## src/rtl/sdm_dec_pkg.sv

```systemverilog
package sdm_dec_pkg;

  // Width of a mode index (0 = longest window)
  localparam int MODE_IDX_W = 3;

  // Strobes handed from control to datapath each system clock
  typedef struct packed {
    logic                  clear;    // restart filter state
    logic                  capture;  // a new modulator bit is present
    logic                  bitIn;    // value of that bit
    logic                  decim;    // this bit closes a window
    logic                  emit;     // publish the window result
    logic [MODE_IDX_W-1:0] modeIdx;  // active mode, 0 = longest window
  } ctrl_strobe_t;

endpackage

```

## src/rtl/sdm_dec_ctrl.sv

```systemverilog
module sdm_dec_ctrl
  import sdm_dec_pkg::*;
#(
  parameter int LOG2_MAX     = 10,
  parameter int NUM_MODES    = 5,
  parameter int DEFAULT_MODE = 3,
  parameter int DISCARD      = 3,
  parameter int SYNC_STAGES  = 2
) (
  input  logic                  clk,
  input  logic                  rstN,
  input  logic                  modClk,
  input  logic                  modData,
  input  logic [MODE_IDX_W-1:0] modeSel,
  output ctrl_strobe_t          strobes
);

  localparam int CNT_W  = LOG2_MAX;
  localparam int DISC_W = $clog2(DISCARD + 1);

  // Clock and data travel through matching synchronizer chains
  logic [SYNC_STAGES:0]   clkSync;
  logic [SYNC_STAGES-1:0] dataSync;
  logic                   modRise;
  logic                   syncBit;

  always_ff @(posedge clk) begin
    if (!rstN) begin
      clkSync  <= '0;
      dataSync <= '0;
    end else begin
      clkSync  <= {clkSync[SYNC_STAGES-1:0], modClk};
      dataSync <= {dataSync[SYNC_STAGES-2:0], modData};
    end
  end

  assign modRise = clkSync[SYNC_STAGES-1] & ~clkSync[SYNC_STAGES];
  assign syncBit = dataSync[SYNC_STAGES-1];

  // Effective mode: legal values map directly, others fall back to default
  logic [MODE_IDX_W-1:0] reqIdx;
  logic [MODE_IDX_W-1:0] modeQ;
  logic                  modeChange;

  always_comb begin
    if (modeSel >= MODE_IDX_W'(1) && int'(modeSel) <= NUM_MODES)
      reqIdx = modeSel - MODE_IDX_W'(1);
    else
      reqIdx = MODE_IDX_W'(DEFAULT_MODE - 1);
  end

  assign modeChange = (reqIdx != modeQ);

  // Window bit counter and discard counter
  logic [CNT_W-1:0]  capCnt;
  logic [CNT_W-1:0]  winLimit;
  logic [DISC_W-1:0] discardCnt;
  logic              winEnd;

  assign winLimit = CNT_W'((1 << (LOG2_MAX - int'(modeQ))) - 1);
  assign winEnd   = modRise && !modeChange && (capCnt == winLimit);

  always_ff @(posedge clk) begin
    if (!rstN) begin
      modeQ      <= MODE_IDX_W'(DEFAULT_MODE - 1);
      capCnt     <= '0;
      discardCnt <= '0;
    end else if (modeChange) begin
      modeQ      <= reqIdx;
      capCnt     <= '0;
      discardCnt <= '0;
    end else if (modRise) begin
      if (capCnt == winLimit) begin
        capCnt <= '0;
        if (discardCnt != DISC_W'(DISCARD))
          discardCnt <= discardCnt + DISC_W'(1);
      end else begin
        capCnt <= capCnt + CNT_W'(1);
      end
    end
  end

  always_comb begin
    strobes.clear   = modeChange;
    strobes.capture = modRise && !modeChange;
    strobes.bitIn   = syncBit;
    strobes.decim   = winEnd;
    strobes.emit    = winEnd && (discardCnt == DISC_W'(DISCARD));
    strobes.modeIdx = modeQ;
  end

  // The bit counter never runs past the window of the active mode
  AST_COUNT_IN_WINDOW: assert property (@(posedge clk) disable iff (!rstN)
    capCnt <= winLimit);

  // The mode index always names one of the supported modes
  AST_MODE_LEGAL: assert property (@(posedge clk) disable iff (!rstN)
    int'(modeQ) < NUM_MODES);

  // A restart zeroes the window count and publishes nothing next cycle
  AST_CLEAR_RESTARTS: assert property (@(posedge clk) disable iff (!rstN)
    strobes.clear |=> (capCnt == '0) && !strobes.emit);

endmodule

```

## src/rtl/sdm_dec_datapath.sv

```systemverilog
module sdm_dec_datapath
  import sdm_dec_pkg::*;
#(
  parameter int LOG2_MAX = 10,
  parameter int ORDER    = 3,
  parameter int OUT_W    = 15
) (
  input  logic             clk,
  input  logic             rstN,
  input  ctrl_strobe_t     strobes,
  output logic [OUT_W-1:0] sampleCode,
  output logic             sampleValid
);

  // Exact comb output needs ORDER*log2(max ratio)+1 bits
  localparam int ACC_W = ORDER * LOG2_MAX + 1;
  localparam int SH_W  = $clog2(ACC_W + 1);
  localparam logic [OUT_W-1:0] MIDSCALE = OUT_W'(1) << (OUT_W - 1);

  logic [ACC_W-1:0] intQ  [ORDER];
  logic [ACC_W-1:0] intN  [ORDER];
  logic [ACC_W-1:0] combD [ORDER];
  logic [ACC_W-1:0] combV [ORDER+1];
  logic [ACC_W-1:0] combOut;

  // Integrator chain, evaluated without pipeline delay between stages
  always_comb begin
    intN[0] = intQ[0] + ACC_W'(strobes.bitIn);
    for (int s = 1; s < ORDER; s++)
      intN[s] = intQ[s] + intN[s-1];
  end

  // Comb chain on the newest integrator value
  always_comb begin
    combV[0] = intN[ORDER-1];
    for (int s = 0; s < ORDER; s++)
      combV[s+1] = combV[s] - combD[s];
  end

  assign combOut = combV[ORDER];

  generate
    for (genvar g = 0; g < ORDER; g++) begin : g_stage
      always_ff @(posedge clk) begin
        if (!rstN || strobes.clear) begin
          intQ[g]  <= '0;
          combD[g] <= '0;
        end else if (strobes.capture) begin
          intQ[g] <= intN[g];
          if (strobes.decim)
            combD[g] <= combV[g];
        end
      end
    end
  endgenerate

  // Scaling to the output width, with clipping at the upper rail
  logic [SH_W-1:0]  shiftAmt;
  logic [ACC_W-1:0] scaled;
  logic [ACC_W-1:0] fullScale;
  logic [OUT_W-1:0] codeNext;

  always_comb begin
    shiftAmt  = SH_W'(ORDER * (LOG2_MAX - int'(strobes.modeIdx)) - OUT_W);
    fullScale = ACC_W'(1) << (ORDER * (LOG2_MAX - int'(strobes.modeIdx)));
    scaled    = combOut >> shiftAmt;
    if (|scaled[ACC_W-1:OUT_W])
      codeNext = '1;
    else
      codeNext = scaled[OUT_W-1:0];
  end

  always_ff @(posedge clk) begin
    if (!rstN) begin
      sampleCode  <= MIDSCALE;
      sampleValid <= 1'b0;
    end else begin
      sampleValid <= strobes.emit;
      if (strobes.emit)
        sampleCode <= codeNext;
    end
  end

  AST_VALID_PULSE: assert property (@(posedge clk) disable iff (!rstN)
    sampleValid |=> !sampleValid);

  AST_CODE_HOLD: assert property (@(posedge clk) disable iff (!rstN)
    !sampleValid |-> $stable(sampleCode));

  AST_FULL_SCALE_BOUND: assert property (@(posedge clk) disable iff (!rstN)
    strobes.emit |-> combOut <= fullScale);

  AST_RAIL_CLIPS: assert property (@(posedge clk) disable iff (!rstN)
    (strobes.emit && combOut == fullScale) |=> sampleCode == '1);

endmodule

```

## src/rtl/sdm_decimator.sv

```systemverilog
module sdm_decimator
  import sdm_dec_pkg::*;
#(
  parameter int LOG2_MAX     = 10,
  parameter int NUM_MODES    = 5,
  parameter int DEFAULT_MODE = 3,
  parameter int DISCARD      = 3,
  parameter int ORDER        = 3,
  parameter int OUT_W        = 15
) (
  input  logic             clk,
  input  logic             rstN,
  input  logic             modClk,
  input  logic             modData,
  input  logic [2:0]       modeSel,
  output logic [OUT_W-1:0] sampleCode,
  output logic             sampleValid
);

  ctrl_strobe_t strobes;

  sdm_dec_ctrl #(
    .LOG2_MAX    (LOG2_MAX),
    .NUM_MODES   (NUM_MODES),
    .DEFAULT_MODE(DEFAULT_MODE),
    .DISCARD     (DISCARD),
    .SYNC_STAGES (2)
  ) i_ctrl (
    .clk    (clk),
    .rstN   (rstN),
    .modClk (modClk),
    .modData(modData),
    .modeSel(modeSel),
    .strobes(strobes)
  );

  sdm_dec_datapath #(
    .LOG2_MAX(LOG2_MAX),
    .ORDER   (ORDER),
    .OUT_W   (OUT_W)
  ) i_datapath (
    .clk        (clk),
    .rstN       (rstN),
    .strobes    (strobes),
    .sampleCode (sampleCode),
    .sampleValid(sampleValid)
  );

endmodule

```

## config.mk

```make
export PLATFORM = sky130hd
export DESIGN_NAME = sdm_decimator
export DESIGN_NICKNAME = d
export VERILOG_FILES = /design/src/rtl/sdm_dec_pkg.sv /design/src/rtl/sdm_dec_ctrl.sv /design/src/rtl/sdm_dec_datapath.sv /design/src/rtl/sdm_decimator.sv
export SDC_FILE = /design/constraint.sdc
export NUM_CORES = 1
export LEC_CHECK = 0
export BUFFER_PORTS_ARGS = -buffer_cell sky130_fd_sc_hd__buf_2
export CORE_ASPECT_RATIO = 1.5
export CORE_MARGIN = 3
export CORE_UTILIZATION = 55
export DETAILED_ROUTE_END_ITERATION = 8
export PLACE_DENSITY = 0.74
export SLEW_MARGIN = 15
export SYNTH_ARGS = -nofsm -noshare
export SYNTH_HDL_FRONTEND = slang
export SYNTH_SLANG_ARGS = --single-unit
```

## constraint.sdc

```tcl
create_clock -name clk -period 10.4 [get_ports clk]
set_input_delay 1.04 -clock clk [delete_from_list [all_inputs] [get_ports clk]]
set_output_delay 1.04 -clock clk [all_outputs]
set_load 0.005 [all_outputs]
```

==> flow_summary_export.csv, run 1 <==
group,metric,value,unit
die,core_area,32800,um^2
sta,timing.final.crit_share,1.05,
sta,finalMaxSlewViolations,0,
sta,hold_viol,0,
synth,ys.warnings.count,0,
drt,wirelength,46900,um
clock_tree,cts_buffer_depth,3,
die,ios,23,
drt,drc,0,
sta,setup_viol,15,
worst_setup_path,rrSetupSlack,-0.53,ns
drt,vias,16515,
worst_setup_path,cp_top_family,"compound AO/OA/AOI/OAI gates",
worst_setup_path,start_kind,"flip-flop",
status,violations,"negative setup slack",
synth,syn-cell-area,18500,um^2
synth,yosys.cell_types.count,84,
synth,async_flop_share,0,
final_layout,areaGrowthSynthToFinish,26.7,%
synth,ys_seq_area_frac,0.341,
clock_tree,cts_buffers,25,
sta,maxSlewHeadroom,0.266,
final_layout,fill_cells,2387,
global_routing,grt_pass1_vias,16445,
die,dieArea,35900,um^2
drt,post_drt_wl_per_cell,16.2,um
clock_tree,hold_buffers,0,
global_routing,grt-ovfl-total,0,
clock_tree,cts_tree,"built",
sta,rsz0062_at_grt,"true",
clock_tree,clock_latency,0.56,ns
final_layout,fin_cells,2898,
synth,syn_avg_cell_area,8.82,um^2
final_layout,final_core_util,0.713,
synth,ys.flop_type,"edfxtp_1",
synth,synth_area_leaders,"edfxtp_1 (30%), ha_1 (12%), xnor2_1 (5.5%), nor2_1 (4.5%), a21oi_1 (4.3%)",
die,start_util,0.563,
place,placement.io_buffers,22,
status,outcome,"finished with violations",
synth,syn_nets,2283,
worst_setup_path,cp.required,10.82,ns
final_layout,seq_area,6310,um^2
worst_setup_path,cp.arrival,11.35,ns
synth,ys_ff_latch,222,
global_routing,grt_max_degree,90,
worst_setup_path,critPathMaxFanout,5,
worst_setup_path,critical_path.most_common_cell,"a21oi_2",
sta,finalSetupTns,-7.26,ns
worst_setup_path,cpMaxStageDelayCell,"or4b_4",
worst_setup_path,crit_buf_inv,4,
final_layout,drive_gt1_frac,0.243,
worst_setup_path,slowest_delay,0.62,ns
clock_tree,numClockSinks,222,
place,routabilityCongestion,0.974,
drt,ant_nets,0,
place,pre_cts_slack,-0.856,ns
drt,drt-initial-drc-count,780,
clock_tree,clkTransAtPathRegs,0.06,ns
final_layout,multi_input_area,12000,um^2
global_routing,grt_pass1_wl,75700,um
sta,fin_ws,-0.534,ns
synth,synth-edff-count,186,
clock_tree,cts-root-buf,"clkbuf_16",
final_layout,diodes,0,
die,die_w,156,um
drt,firstDrtPassIters,5,
synth,synth_top_area_frac,0.302,
hold_path,hp-class,"reg2reg",
synth,syn_inst,2096,
drt,vias_per_cell,5.70,
sta,worst_slew_pin_slew,1.10,ns
worst_setup_path,worstSetupPathType,"reg2reg",
synth,synth_top_cell_by_area,"edfxtp_1",
place,dp_hpwl,33800,um
flow_run,timing.max_cap.violations,0,
sta,fmax,91.5,MHz
sta,layout_min_cycle_time,10.93,ns
global_routing,antenna_found_initial,0,
worst_setup_path,endpoint_kind,"flip-flop",
sta,finClkSkew,0.0184,ns
global_routing,track_usage,0.250,
clock_tree,h-tree-depth,1,
place,placedCellCount,2816,
final_layout,layout.nets,2651,
die,die_y,231,um
die,row_count,81,
==> per-stage QoR <==
stage | hold slack, ns | cell area (um^2)
global placement | 0.417 | 21600
floorplan | 0.412 | 18600
CTS | 0.440 | 22800
global route | 0.451 | 23400
finish | 0.435 | 23400
detailed placement | 0.425 | 21600
==> layer usage <==
layer	up-vias	global-route usage	part of all wire
li1	8221	-	-
met1	7831	0.268	0.39
met2	304	0.485	0.54
met3	159	0.0255	0.026
met4	0	0.114	0.049
met5	-	0	0
==> cell families (layout without fill, tap and decap cells) <==
| family | after synthesis | count (layout) | share of synthesized area |
|---|---|---|---|
| buf+inv | 251 | 638 | 0.0514 |
| compound gates | 521 | 521 | 0.183 |
| flops | 222 | 222 | 0.341 |
| simple gates | 694 | 694 | 0.188 |
| xor+xnor | 193 | 193 | 0.0923 |
| fa+ha+maj | 180 | 180 | 0.124 |
| mux | 35 | 35 | 0.0197 |
==> layout by cell type, fill, tap and decap left out, types with 12 or more instances in the layout <==
cell type  instances
a21oi_2           22
buf_2             22
edfxtp_1         186
mux2i_1           24
nor2b_1           48
o21ai_0           94
nand2b_1          12
clkbuf_16         25
o21bai_1          21
o211ai_1          21
a21o_1            66
and4_1            31
and2_1            71
ha_4              14
o21a_1            15
nand2_1          146
a31oi_1           17
dfxtp_1           36
and3_1            23
buf_4            376
nand4_1           16
xnor2_1          108
nor3_1            23
a21oi_1          133
a211oi_1          20
xor2_1            69
inv_1            187
ha_1             157
nand3_1           44
nor2_1           211
==> synth_stat cells, types with 12 or more instances <==
library cell,number
nor2_1,222
inv_1,187
edfxtp_1,186
ha_1,175
a21oi_1,159
nand2_1,147
xnor2_1,116
o21ai_0,104
xor2_1,76
and2_1,71
a21o_1,66
clkbuf_1,51
nand3_1,49
nor2b_1,49
dfxtp_1,36
and4_1,32
nor3_1,26
a211oi_1,24
and3_1,24
mux2i_1,24
o211ai_1,21
o21bai_1,21
a31oi_1,19
nand4_1,16
o21a_1,15
nand2b_1,12
==> path summary, 6_finish.rpt <==
check                   startpoint                       end  cells after the start
min reg2reg      i_ctrl.clkSync[0]         i_ctrl.clkSync[1]                      1
max reg2reg  i_datapath.intQ[0][0]  i_datapath.sampleCode[0]                     57
max          i_datapath.intQ[0][0]  i_datapath.sampleCode[0]                     57
min              i_ctrl.clkSync[0]         i_ctrl.clkSync[1]                      1
==> area by class of cell <==
cell class	count	share of cell area
inverter	189	0.0303
sequential	222	0.269
tap	415	0.0222
clock buffer	29	0.0286
clock inverter	17	0.00775
multi-input combinational	1623	0.514
timing repair buffer	403	0.128
==> timing repair <==
item                       4_1_cts  5_1_grt
buffers inserted                21       15
cloned                           0        0
resized for setup               36       87
pin swaps                       58       61
setup endpoints to repair       15       15
==> state kept, by name, summed over array words and instances (netlist names) <==
name,cells
i_datapath.sampleCode,15
i_datapath.intQ,93
i_datapath.combD,93
i_ctrl.dataSync,2
i_ctrl.discardCnt,2
i_ctrl.capCnt,10
i_ctrl.modeQ,3
i_ctrl.clkSync,3
i_datapath.sampleValid,1
Power of run 1 is not shown: default switching activity piles up to over one toggle a cycle in this logic, so the estimate is an artifact.
==> run 2: changes to the inputs <==
Settings changed: PLACE_DENSITY 0.74 to 0.8.
==> flow_summary_export.csv, run 2 (synthesis results as in run 1) <==
group,metric,value,unit
place,placement.io_buffers,22,
drt,wirelength,47900,um
sta,hold_viol,0,
global_routing,grt-ovfl-total,0,
global_routing,antenna_found_initial,0,
sta,finalSetupTns,-11.51,ns
worst_setup_path,critical_path.most_common_cell,"buf_4",
drt,vias_per_cell,5.74,
final_layout,biggestRegsByFlops,"i_datapath.combD x93, i_datapath.intQ x93, i_datapath.sampleCode x15",
sta,setup_viol,15,
worst_setup_path,r2r_cells,60,
sta,worst_slew_pin_slew,1.05,ns
die,die_w,156,um
sta,layout_min_cycle_time,11.21,ns
clock_tree,cts_tree,"built",
final_layout,drive_gt1_frac,0.224,
place,pre_cts_slack,-0.961,ns
clock_tree,hold_buffers,0,
sta,finClkSkew,0.0204,ns
worst_setup_path,worstSetupPathType,"reg2reg",
place,dp_hpwl,34600,um
clock_tree,clock_latency,0.54,ns
hold_path,worstHoldPathCells,1,
sta,fmax,89.2,MHz
worst_setup_path,critPathMaxFanout,5,
sta,hold_slack,0.436,ns
global_routing,track_usage,0.260,
clock_tree,cts-root-buf,"clkbuf_16",
worst_setup_path,cp.required,10.80,ns
hold_path,hp-class,"reg2reg",
final_layout,mostFrequentLayoutCell,"buf_4",
die,start_util,0.563,
die,ios,23,
die,die_y,231,um
drt,post_drt_wl_per_cell,16.6,um
hold_path,hp-start,"i_ctrl.clkSync[0]",
sta,maxSlewHeadroom,0.302,
drt,ant_nets,0,
drt,drc,0,
final_layout,layout.nets,2642,
worst_setup_path,reg2reg_from,"i_datapath.intQ[0][0]",
final_layout,diodes,0,
final_layout,final_cell_mix,"buf_4 (366), nor2_1 (214), inv_1 (187)",
worst_setup_path,endpoint_kind,"flip-flop",
sta,timing.final.crit_share,1.08,
place,routabilityCongestion,0.947,
worst_setup_path,cpMaxStageDelayCell,"or4b_1",
drt,firstDrtPassIters,5,
worst_setup_path,slowest_delay,0.54,ns
global_routing,grt_pass1_vias,17263,
flow_run,timing.max_cap.violations,0,
final_layout,areaGrowthSynthToFinish,24.3,%
die,row_count,81,
clock_tree,cts_buffer_depth,3,
clock_tree,clkTransAtPathRegs,0.06,ns
die,core_area,32800,um^2
sta,fin_ws,-0.806,ns
worst_setup_path,r2r-end,"i_datapath.sampleCode[1]",
status,outcome,"finished with violations",
drt,drt-initial-drc-count,853,
die,dieArea,35900,um^2
sta,finalMaxSlewViolations,0,
global_routing,grt_pass1_wl,78600,um
drt,vias,16591,
final_layout,final_core_util,0.699,
hold_path,min_to,"i_ctrl.clkSync[1]",
clock_tree,numClockSinks,222,
global_routing,grt_max_degree,73,
clock_tree,cts_buffers,25,
worst_setup_path,start_kind,"flip-flop",
worst_setup_path,cp.arrival,11.61,ns
status,violations,"negative setup slack",
sta,rsz0062_at_grt,"true",
worst_setup_path,rrSetupSlack,-0.81,ns
clock_tree,h-tree-depth,1,
==> run 2: changes by cell type in the layout (fill, tap and decap cells not counted), sizes merged <==
cell and delta:
inv -3, bufinv -2, clkbuf +11, clkinv -6
clkinvlp -1, buf -9
==> run 2: per-stage QoR <==
step	instances	cell area, um^2
3_5_place_dp	2816	21600
5_1_grt	2888	23000
4_1_cts	2883	22800
2_1_floorplan	2096	18600
3_3_place_gp	2816	21600
6_report	2888	23000
==> run 2: worst max path at each step <==
stage	start	endpoint	slack (ns)
floorplan	i_datapath.intQ[0][0]	i_datapath.sampleCode[10]	-0.23
global placement	i_datapath.intQ[0][0]	i_datapath.sampleCode[4]	-0.55
detailed placement	i_datapath.intQ[0][0]	i_datapath.sampleCode[11]	-0.96
CTS	i_datapath.intQ[0][0]	i_datapath.sampleCode[12]	-0.53
global route	i_datapath.intQ[0][0]	i_datapath.sampleCode[12]	-1.26
finish	i_datapath.intQ[0][0]	i_datapath.sampleCode[1]	-0.81
==> run 2: what timing repair did <==
action                     4_1_cts  5_1_grt
pin swaps                       61       30
resized for setup               49       27
setup endpoints to repair       15       15
setup buffers                   22        6
==> run 2: layout make-up <==
| cell class | instances | area, um^2 |
|---|---|---|
| fill | 2379 | 9870 |
| clock buffer | 40 | 727 |
| timing repair buffer | 394 | 2930 |
| multi-input combinational | 1623 | 11700 |
| sequential | 222 | 6310 |
| inverter | 189 | 709 |
| tap | 415 | 519 |
| clock inverter | 5 | 52.6 |
==> run 2: layer usage <==
layer	vias to the layer above	GRT usage	share of wire
met1	7832	0.267	0.37
met5	-	0	0
met3	153	0.0257	0.033
met4	0	0.126	0.046
li1	8207	-	-
met2	399	0.514	0.55
==> run 2: critical path: cells and delay by family, from the launching register on <==
| family | cells | cell delay, ns |
|---|---|---|
| mux | 1 | 0.28 |
| compound gates | 25 | 4.21 |
| xor+xnor | 5 | 0.83 |
| flops | 1 | 0.39 |
| simple gates | 14 | 2.15 |
| fa+ha+maj | 7 | 2.06 |
| buf+inv | 8 | 1.14 |
Power of run 2 is left out for the same reason.
